$ cat config.mk
export PLATFORM = sky130hd
export DESIGN_NAME = spi_ee_slave
export DESIGN_NICKNAME = d
export VERILOG_FILES = /design/src/rtl/spi_ee_pkg.sv /design/src/rtl/spi_ee_edge.sv /design/src/rtl/spi_ee_status.sv /design/src/rtl/spi_ee_store.sv /design/src/rtl/spi_ee_slave.sv
export SDC_FILE = /design/constraint.sdc
export NUM_CORES = 2
export LEC_CHECK = 0
export CAP_MARGIN = 30
export CORE_UTILIZATION = 50
export CTS_BUF_LIST = sky130_fd_sc_hd__clkbuf_8
export CTS_CLUSTER_SIZE = 16
export DETAILED_ROUTE_END_ITERATION = 6
export GPL_ROUTABILITY_DRIVEN = 1
export PLACE_DENSITY = 0.73
export RECOVER_POWER = 25
export SKIP_CTS_REPAIR_TIMING = 1
export SYNTH_ARGS = -nofsm -noshare
export SYNTH_HDL_FRONTEND = slang
export SYNTH_SLANG_ARGS = --single-unit
$ cat constraint.sdc
create_clock -name clk -period 3.5 [get_ports clk]
set_input_delay 0.7 -clock clk [delete_from_list [all_inputs] [get_ports clk]]
set_output_delay 0.7 -clock clk [all_outputs]
set_load 0.1 [all_outputs]
$ cat src/rtl/spi_ee_pkg.sv
package spi_ee_pkg;
  localparam logic [7:0] OP_WREN  = 8'h06;
  localparam logic [7:0] OP_WRDI  = 8'h04;
  localparam logic [7:0] OP_RDSR  = 8'h05;
  localparam logic [7:0] OP_WRSR  = 8'h01;
  localparam logic [7:0] OP_READ  = 8'h03;
  localparam logic [7:0] OP_WRITE = 8'h02;

  typedef enum logic [2:0] {
    PH_CMD, PH_AHI, PH_ALO, PH_RDATA, PH_WDATA, PH_SRDATA, PH_RDSR, PH_SKIP
  } phase_e;

  // top2: the two most significant array address bits
  function automatic logic in_guard(input logic [1:0] bp, input logic [1:0] top2);
    case (bp)
      2'b00:   in_guard = 1'b0;
      2'b01:   in_guard = (top2 == 2'b11);
      2'b10:   in_guard = top2[1];
      default: in_guard = 1'b1;
    endcase
  endfunction

  function automatic logic [7:0] stat_byte(input logic wip, input logic wel, input logic [1:0] bp);
    stat_byte = {4'b0000, bp, wel, wip};
  endfunction
endpackage

$ cat src/rtl/spi_ee_edge.sv
module spi_ee_edge #(
  parameter int STAGES = 2
) (
  input  logic clk,
  input  logic rst_n,
  input  logic cs_n,
  input  logic sck,
  input  logic si,
  output logic cs_act,
  output logic cs_begin,
  output logic cs_end,
  output logic sck_rise,
  output logic sck_fall,
  output logic si_s
);
  logic [STAGES-1:0] cs_p, sck_p, si_p;
  logic cs_prev, sck_prev;

  always_ff @(posedge clk or negedge rst_n) begin
    if (!rst_n) begin
      cs_p     <= '1;
      sck_p    <= '0;
      si_p     <= '0;
      cs_prev  <= 1'b1;
      sck_prev <= 1'b0;
    end else begin
      cs_p     <= {cs_p[STAGES-2:0], cs_n};
      sck_p    <= {sck_p[STAGES-2:0], sck};
      si_p     <= {si_p[STAGES-2:0], si};
      cs_prev  <= cs_p[STAGES-1];
      sck_prev <= sck_p[STAGES-1];
    end
  end

  assign cs_act   = ~cs_p[STAGES-1];
  assign cs_begin = ~cs_p[STAGES-1] & cs_prev;
  assign cs_end   = cs_p[STAGES-1] & ~cs_prev;
  assign sck_rise = cs_act & sck_p[STAGES-1] & ~sck_prev;
  assign sck_fall = cs_act & ~sck_p[STAGES-1] & sck_prev;
  assign si_s     = si_p[STAGES-1];
endmodule

$ cat src/rtl/spi_ee_status.sv
module spi_ee_status #(
  parameter int TWR_CYC = 200
) (
  input  logic       clk,
  input  logic       rst_n,
  input  logic       set_wel,
  input  logic       clr_wel,
  input  logic       start_page,
  input  logic       start_sr,
  input  logic [1:0] sr_bp,
  output logic       wip,
  output logic       wel,
  output logic [1:0] bp,
  output logic       commit
);
  localparam int TW = $clog2(TWR_CYC + 1);
  localparam int RW = TW + 1;
  localparam logic [TW-1:0] TMR_LOAD = TW'(TWR_CYC - 1);
  localparam logic [RW-1:0] RUN_FULL = RW'(TWR_CYC);

  logic [TW-1:0] tmr;
  logic          kind_sr;
  logic [1:0]    bp_hold;
  logic          done;
  logic          start;

  assign start  = start_page | start_sr;
  assign done   = wip && (tmr == '0);
  assign commit = done && !kind_sr;

  always_ff @(posedge clk or negedge rst_n) begin
    if (!rst_n) begin
      wip     <= 1'b0;
      wel     <= 1'b0;
      bp      <= 2'b00;
      tmr     <= '0;
      kind_sr <= 1'b0;
      bp_hold <= 2'b00;
    end else begin
      if (set_wel)      wel <= 1'b1;
      else if (clr_wel) wel <= 1'b0;
      if (start) begin
        wip     <= 1'b1;
        tmr     <= TMR_LOAD;
        kind_sr <= start_sr;
        bp_hold <= sr_bp;
      end else if (done) begin
        wip <= 1'b0;
        wel <= 1'b0;
        if (kind_sr) bp <= bp_hold;
      end else if (wip) begin
        tmr <= tmr - 1'b1;
      end
    end
  end

  // independent cycle count of the busy window
  logic [RW-1:0] run_len;
  always_ff @(posedge clk or negedge rst_n) begin
    if (!rst_n)      run_len <= '0;
    else if (start)  run_len <= RW'(1);
    else if (wip)    run_len <= run_len + 1'b1;
  end


  wip_len_chk: assert property (@(posedge clk) disable iff (!rst_n)
    done |-> (run_len == RUN_FULL));

  wel_clear_chk: assert property (@(posedge clk) disable iff (!rst_n)
    done |=> !wel);

  start_busy_chk: assert property (@(posedge clk) disable iff (!rst_n)
    start |-> !wip);

  start_wel_chk: assert property (@(posedge clk) disable iff (!rst_n)
    start |-> wel);
endmodule

$ cat src/rtl/spi_ee_store.sv
module spi_ee_store #(
  parameter int MEM_AW  = 8,
  parameter int PAGE_AW = 5
) (
  input  logic                      clk,
  input  logic                      rst_n,
  input  logic                      busy,
  input  logic                      buf_clr,
  input  logic                      buf_we,
  input  logic [PAGE_AW-1:0]        buf_idx,
  input  logic [MEM_AW-PAGE_AW-1:0] buf_pg,
  input  logic [7:0]                buf_din,
  input  logic                      commit,
  input  logic [MEM_AW-1:0]         rd_addr,
  output logic [7:0]                rd_data
);
  localparam int MEM_BYTES  = 1 << MEM_AW;
  localparam int PAGE_BYTES = 1 << PAGE_AW;
  localparam int PG_W       = MEM_AW - PAGE_AW;

  logic [7:0]            mem  [MEM_BYTES];
  logic [7:0]            pbuf [PAGE_BYTES];
  logic [PAGE_BYTES-1:0] mask;
  logic [PG_W-1:0]       pg_q;

  always_ff @(posedge clk or negedge rst_n) begin
    if (!rst_n) begin
      for (int i = 0; i < MEM_BYTES; i++)  mem[i]  <= 8'h00;
      for (int i = 0; i < PAGE_BYTES; i++) pbuf[i] <= 8'h00;
      mask <= '0;
      pg_q <= '0;
    end else begin
      if (buf_clr) mask <= '0;
      if (buf_we) begin
        pbuf[buf_idx] <= buf_din;
        mask[buf_idx] <= 1'b1;
        pg_q          <= buf_pg;
      end
      if (commit) begin
        for (int i = 0; i < PAGE_BYTES; i++)
          if (mask[i]) mem[{pg_q, PAGE_AW'(i)}] <= pbuf[i];
      end
    end
  end

  assign rd_data = mem[rd_addr];


  buf_busy_chk: assert property (@(posedge clk) disable iff (!rst_n)
    buf_we |-> !busy);

  commit_mask_chk: assert property (@(posedge clk) disable iff (!rst_n)
    commit |-> (mask != '0));
endmodule

$ cat src/rtl/spi_ee_slave.sv
module spi_ee_slave #(
  parameter int MEM_AW      = 8,
  parameter int PAGE_AW     = 5,
  parameter int TWR_CYC     = 200,
  parameter int SYNC_STAGES = 2
) (
  input  logic clk,
  input  logic rst_n,
  input  logic cs_n,
  input  logic sck,
  input  logic si,
  output logic so
);
  import spi_ee_pkg::*;

  localparam int PG_W = MEM_AW - PAGE_AW;

  function automatic logic [15:0] page_step(input logic [15:0] a);
    page_step = a;
    page_step[PAGE_AW-1:0] = a[PAGE_AW-1:0] + 1'b1;
  endfunction

  logic cs_act, cs_begin, cs_end, sck_rise, sck_fall, si_s;
  logic wip, wel, commit;
  logic [1:0] bp;

  phase_e      ph;
  logic [2:0]  cnt;
  logic [6:0]  sh;
  logic [7:0]  op;
  logic [15:0] addr;
  logic [7:0]  osh;
  logic        got;
  logic [1:0]  sr_new;

  logic [7:0]  rx;
  logic        byte_done;
  logic [15:0] alo_addr;
  logic [MEM_AW-1:0] rd_addr;
  logic [7:0]  rd_data;
  logic        set_wel, clr_wel, start_page, start_sr, buf_clr, buf_we;
  logic        guard_hit;

  spi_ee_edge #(.STAGES(SYNC_STAGES)) u_edge (
    .clk(clk), .rst_n(rst_n), .cs_n(cs_n), .sck(sck), .si(si),
    .cs_act(cs_act), .cs_begin(cs_begin), .cs_end(cs_end),
    .sck_rise(sck_rise), .sck_fall(sck_fall), .si_s(si_s)
  );

  assign rx        = {sh, si_s};
  assign byte_done = sck_rise && (cnt == 3'd7);
  assign alo_addr  = {addr[15:8], rx};
  assign rd_addr   = (ph == PH_ALO) ? alo_addr[MEM_AW-1:0] : addr[MEM_AW-1:0];
  assign guard_hit = in_guard(bp, addr[MEM_AW-1 -: 2]);

  assign set_wel    = byte_done && (ph == PH_CMD) && !wip && (rx == OP_WREN);
  assign clr_wel    = byte_done && (ph == PH_CMD) && !wip && (rx == OP_WRDI);
  assign buf_clr    = byte_done && (ph == PH_ALO) && (op == OP_WRITE);
  assign buf_we     = byte_done && (ph == PH_WDATA);
  assign start_page = cs_end && (ph == PH_WDATA) && got && (cnt == 3'd0) && !guard_hit;
  assign start_sr   = cs_end && (ph == PH_SRDATA) && got && (cnt == 3'd0);

  spi_ee_status #(.TWR_CYC(TWR_CYC)) u_status (
    .clk(clk), .rst_n(rst_n), .set_wel(set_wel), .clr_wel(clr_wel),
    .start_page(start_page), .start_sr(start_sr), .sr_bp(sr_new),
    .wip(wip), .wel(wel), .bp(bp), .commit(commit)
  );

  spi_ee_store #(.MEM_AW(MEM_AW), .PAGE_AW(PAGE_AW)) u_store (
    .clk(clk), .rst_n(rst_n), .busy(wip), .buf_clr(buf_clr), .buf_we(buf_we),
    .buf_idx(addr[PAGE_AW-1:0]), .buf_pg(addr[MEM_AW-1:PAGE_AW]),
    .buf_din(rx), .commit(commit), .rd_addr(rd_addr), .rd_data(rd_data)
  );

  always_ff @(posedge clk or negedge rst_n) begin
    if (!rst_n) begin
      ph     <= PH_CMD;
      cnt    <= 3'd0;
      sh     <= 7'd0;
      op     <= 8'h00;
      addr   <= 16'h0000;
      osh    <= 8'h00;
      got    <= 1'b0;
      sr_new <= 2'b00;
      so     <= 1'b0;
    end else begin
      if (cs_begin) begin
        ph  <= PH_CMD;
        cnt <= 3'd0;
        got <= 1'b0;
        osh <= 8'h00;
      end else if (sck_rise) begin
        cnt <= cnt + 3'd1;
        sh  <= {sh[5:0], si_s};
        if (cnt == 3'd7) begin
          case (ph)
            PH_CMD: begin
              op <= rx;
              if (wip && rx != OP_RDSR) ph <= PH_SKIP;
              else begin
                case (rx)
                  OP_RDSR:  begin ph <= PH_RDSR; osh <= stat_byte(wip, wel, bp); end
                  OP_READ:  ph <= PH_AHI;
                  OP_WRITE: ph <= wel ? PH_AHI : PH_SKIP;
                  OP_WRSR:  ph <= wel ? PH_SRDATA : PH_SKIP;
                  default:  ph <= PH_SKIP;
                endcase
              end
            end
            PH_AHI: begin
              addr[15:8] <= rx;
              ph         <= PH_ALO;
            end
            PH_ALO: begin
              if (op == OP_READ) begin
                osh  <= rd_data;
                addr <= alo_addr + 16'd1;
                ph   <= PH_RDATA;
              end else begin
                addr <= alo_addr;
                ph   <= PH_WDATA;
              end
            end
            PH_RDATA: begin
              osh  <= rd_data;
              addr <= addr + 16'd1;
            end
            PH_WDATA: begin
              addr <= page_step(addr);
              got  <= 1'b1;
            end
            PH_SRDATA: begin
              sr_new <= rx[3:2];
              got    <= 1'b1;
            end
            PH_RDSR: osh <= stat_byte(wip, wel, bp);
            default: ;
          endcase
        end
      end
      if (!cs_act) so <= 1'b0;
      else if (sck_fall) begin
        so  <= osh[7];
        osh <= {osh[6:0], 1'b0};
      end
    end
  end


  so_idle_chk: assert property (@(posedge clk) disable iff (!rst_n)
    !cs_act |=> (so == 1'b0));

  guard_block_chk: assert property (@(posedge clk) disable iff (!rst_n)
    (cs_end && ph == PH_WDATA && got && guard_hit && !wip) |=> !wip);

  partial_block_chk: assert property (@(posedge clk) disable iff (!rst_n)
    (cs_end && cnt != 3'd0 && !wip) |=> !wip);
endmodule

==> results.md <==
Power and ir drop:
- In this run, the clock network consumes 47.0% of the power.
- The power per standard cell area is 425.3 nW/µm².
- The sequential share of power is between 50% and 60%.
- The analysis attributes to net switching a power of between 10 and 15 mW.
- The internal power contribution is 42.17 mW.
- Net switching is between 20% and 30% of the power.
- The share of total power dissipated in combinational logic is 2.7%.
- In this run the static leakage power is roughly 63 nW.
- The peak ir drop on the vdd network is around 0.47 mV.
- After layout, the design draws a total of around 55 mW.

Routing:
- The pre-antenna-repair detailed-routing pass consisted of 7 iterations.
- The post-route antenna net violation count is 0.
- The average detailed-routed wire length per instance is approximately 36 µm.
- After detailed routing, the number of vias per cell comes to about 6.5.
- The total wire length is 495.6 mm.
- The DRC marker count from the first detailed-route iteration is about 12000.
- After detailed routing, the number of remaining DRC violations is 13.
- The total number of vias is 89380.

Setup path:
- The startpoint kind of the worst setup timing path is a flop.
- STA classifies the critical path endpoint as a flop.
- The data arrival time of the critical path is about 4800 ps.
- The critical path is of the flop to flop type.
- The worst reg2reg path depth is 12.
- The required time at the worst-slack endpoint is 4520 ps.
- The maximum fanout encountered on the critical timing path is 30.

Global route:
- The first-pass GRT wire length is 675.4 mm.
- Global routing used approximately 44% of the available tracks.
- The total grt overflow is 0.
- The via count of the first global-routing pass is approximately 87000.
- Entering global routing, the biggest net connects roughly 150 pins.
- The number of antenna violations at the first check in global routing was 44.

Hold path:
- The path class of the tightest hold or removal check is flop to flop.
- The depth of the worst hold-timing path is 0.

Timing:
- The total of endpoints with negative setup slack in the final report is between 40 and 50.
- The number of pins exceeding their max-slew limit in the final report came to 44.
- Setup repair after global routing could not meet its margin everywhere.
- The worst relative slew slack is -97.95%.
- Dividing the final minimum period by the clock period gives 108.0%.
- The smallest clock period supported by the final layout is computed as 3779 ps.
- Once routing completed, OpenROAD measured the worst setup slack at -279.2 ps.
- Static timing analysis puts the maximum clock frequency at 264.6 MHz.
- The accumulated negative setup slack is -1351 ps.
- The final hold violation count is 0.
- At the pin with the least slew margin, the transition time is 2969 ps.
- Clock skew on the completed layout was measured at about 130 ps.
- On the final layout, the worst hold slack is around 350 ps.

Placed design:
- The HPWL after detailed placement is ~360 mm.
- The weighted congestion at the end of routability-driven global placement is about 1.1.
- After detailed placement, the total cell area comes to 120000 µm².
- Once placement completed, the tool counted placed cells totaling between 10000 and 15000.
- The count of buffers added on input and output ports is 5.
- The worst setup slack after placement is -749.6 ps.

Floorplan:
- The floorplan step defined a core boundary enclosing about 210000 µm².
- The die is approximately 470 µm tall.
- The die area is 218400 µm².
- For this design the top-level I/O count stands at 6.
- The horizontal extent of the die is 467.4 µm.
- For this configuration, the core starts out at a cell density of about half.
- The total number of placement rows is 170.

Logic synthesis:
- The most common cell in the synthesized netlist is dfrtp_1.
- Synthesis inferred about 2400 register bits.
- Summing every instance area after synthesis gives ~110000 µm².
- Ranked by total cell area, the synthesized netlist is headed by dfrtp_1 (55%), mux2_2 (23%), nand2_1 (7.9%), nand3_1 (3.0%), mux2i_1 (1.3%).
- In this run, synthesis inferred 0 flip-flops with an integrated enable.
- The average instance in the mapped netlist occupies 11.59 µm².
- Summed over all instances, the cell type with the most area after synthesis is dfrtp_1.
- The net count after synthesis is ~9400.
- In this run the biggest area consumer among cell types represents 55.46% of the synthesized area.
- In the synthesized netlist, the cells that appear most often are dfrtp_1 (2400), nand2_1 (2269), mux2_2 (2242).
- The fraction of synthesis flops using an asynchronous set or reset pin is between 90% and 100%.
- The netlist uses 77 different library cells.
- The count of yosys warnings during synthesis is 0.
- The count of mapped cells out of synthesis is around 9300.
- The main flop type after synthesis is dfrtp_1.
- The part of the Yosys area used for sequential elements is a little under three fifths.

Clocking:
- The longest clock path from root to sink contains 4 buffers.
- The later pin in the worst-skew pair is clocked with a latency of between 1000 and 1500 ps.
- TritonCTS built the clock tree.
- The number of buffers created by CTS is 414.
- Clock-pin slew was measured on the worst setup and hold paths at ~70 ps.
- The clock root buffer is clkbuf_8.
- The tree built by TritonCTS fans out to between 2000 and 2500 sinks.
- The maximum level of the CTS H-tree is 5.

Outcome:
- The final reports fail on design-rule violations, max-capacitance violations, max-slew violations, negative setup slack.
- The flow ran to the end, but the final reports show violations.

Cells and area:
- After routing the design area is ~130000 µm².
- The number of fillers in the final layout is ~18000.
- Cells fill between 60% and 70% of the core in the end.
- For this run, the number of standard cells in the final layout without fillers is 13660.
- The net count of the finished layout is around 11000.
- The fraction of final layout cells sized beyond drive strength 1 is between 30% and 40%.
- The area growth from synthesis to layout is 20.46%.

Flow run:
- Across the run, the number of max-cap violations was 1.
==> placed cells by master, fill, tap and decap left out, types with 12 or more instances in the layout <==
cell / n
clkinv_2: 32
mux2i_1: 136
clkbuf_16: 19
a22oi_1: 12
buf_6: 25
nand3_2: 17
and3_1: 38
nor3_1: 27
a211oi_1: 28
o21ai_0: 136
a311oi_1: 21
ha_1: 12
a32oi_1: 88
a31oi_1: 186
clkbuf_8: 540
diode_2: 14
nand2_1: 2258
inv_1: 158
buf_16: 13
a31oi_2: 13
a21oi_1: 78
buf_8: 13
buf_4: 998
dfrtp_1: 2395
buf_12: 128
nand3_1: 627
nor2_1: 78
nand4_1: 159
clkbuf_2: 19
mux2_2: 2241
==> sequential cells by signal, indices dropped and copies added (netlist names), 2 cells and up <==
signal            count
addr                  8
ph                    3
u_store.pbuf        256
sh                    7
u_edge.si_p           2
u_store.mask         32
u_store.mem        2048
sr_new                2
u_store.pg_q          3
u_status.bp_hold      2
op                    8
u_status.tmr          8
u_status.bp           2
cnt                   3
u_edge.sck_p          2
u_edge.cs_p           2
osh                   8
==> area by class of cell <==
type | count | area [µm²] | area share (%)
well taps | 2838 | 3551 | 2.722
clock inverters | 186 | 949.7 | 0.7281
clock buffers | 540 | 7432 | 5.698
repair buffers | 1244 | 11640 | 8.925
flip-flops and latches | 2403 | 60150 | 46.11
inverters | 22 | 82.58 | 0.06331
multi-input cells | 6416 | 46600 | 35.73
diodes | 14 | 35.03 | 0.02686
==> cells by family (layout without fill, tap and decap cells) <==
family | after synthesis | in the layout | synth area share (%)
AOI/OAI and AO/OA | 695 | 695 | 4.350
and+or+nand+nor | 3306 | 3306 | 12.93
other | 0 | 14 | 0
buffers and inverters | 527 | 1992 | 2.243
adders and majority gates | 12 | 12 | 0.1387
xor gates and xnor gates | 14 | 14 | 0.1132
DFF | 2403 | 2403 | 55.54
muxes | 2389 | 2389 | 24.69
==> layer usage <==
layer	track usage (%)	wire length (µm)	up-vias
met5	0	150	-
met4	33.01	43900	22
met3	12.82	59090	1652
met2	64.13	210500	6099
met1	56.75	181900	46140
li1	-	-	35470
==> power groups by stage <==
stage	combinational, mW	clock [mW]	sequential (mW)
2_1_floorplan	0.261	0	28.3
3_3_place_gp	1.50	0	28.4
3_5_place_dp	1.52	0	28.4
4_1_cts	1.52	26.1	27.9
5_1_grt	1.59	27.4	27.9
6_report	1.52	26.1	27.9
==> final timing paths <==
check / slack (ps) / to / from
min reg2reg: 350 / u_edge.sck_p[1] / u_edge.sck_p[0]
min: 350 / u_edge.sck_p[1] / u_edge.sck_p[0]
max: -280 / osh[1] / ph[0]
max in group asynchronous: -90 / sh[2] / rst_n
min in group asynchronous: 990 / u_store.mem[1295] / rst_n
max reg2reg: -280 / osh[1] / ph[0]
==> worst max-delay path, cell delays in order, from the launching register on <==
cell,delay [ps]
dfrtp_1,400
or3b_4,460
a21o_4,270
buf_6,170
buf_16,190
nand2_1,150
nand3_4,90
nand4_1,370
nand4_1,530
a2111oi_2,410
buf_4,210
nand4_1,120
a31o_1,230
No activity file was read; power rests on OpenSTA's default activity.
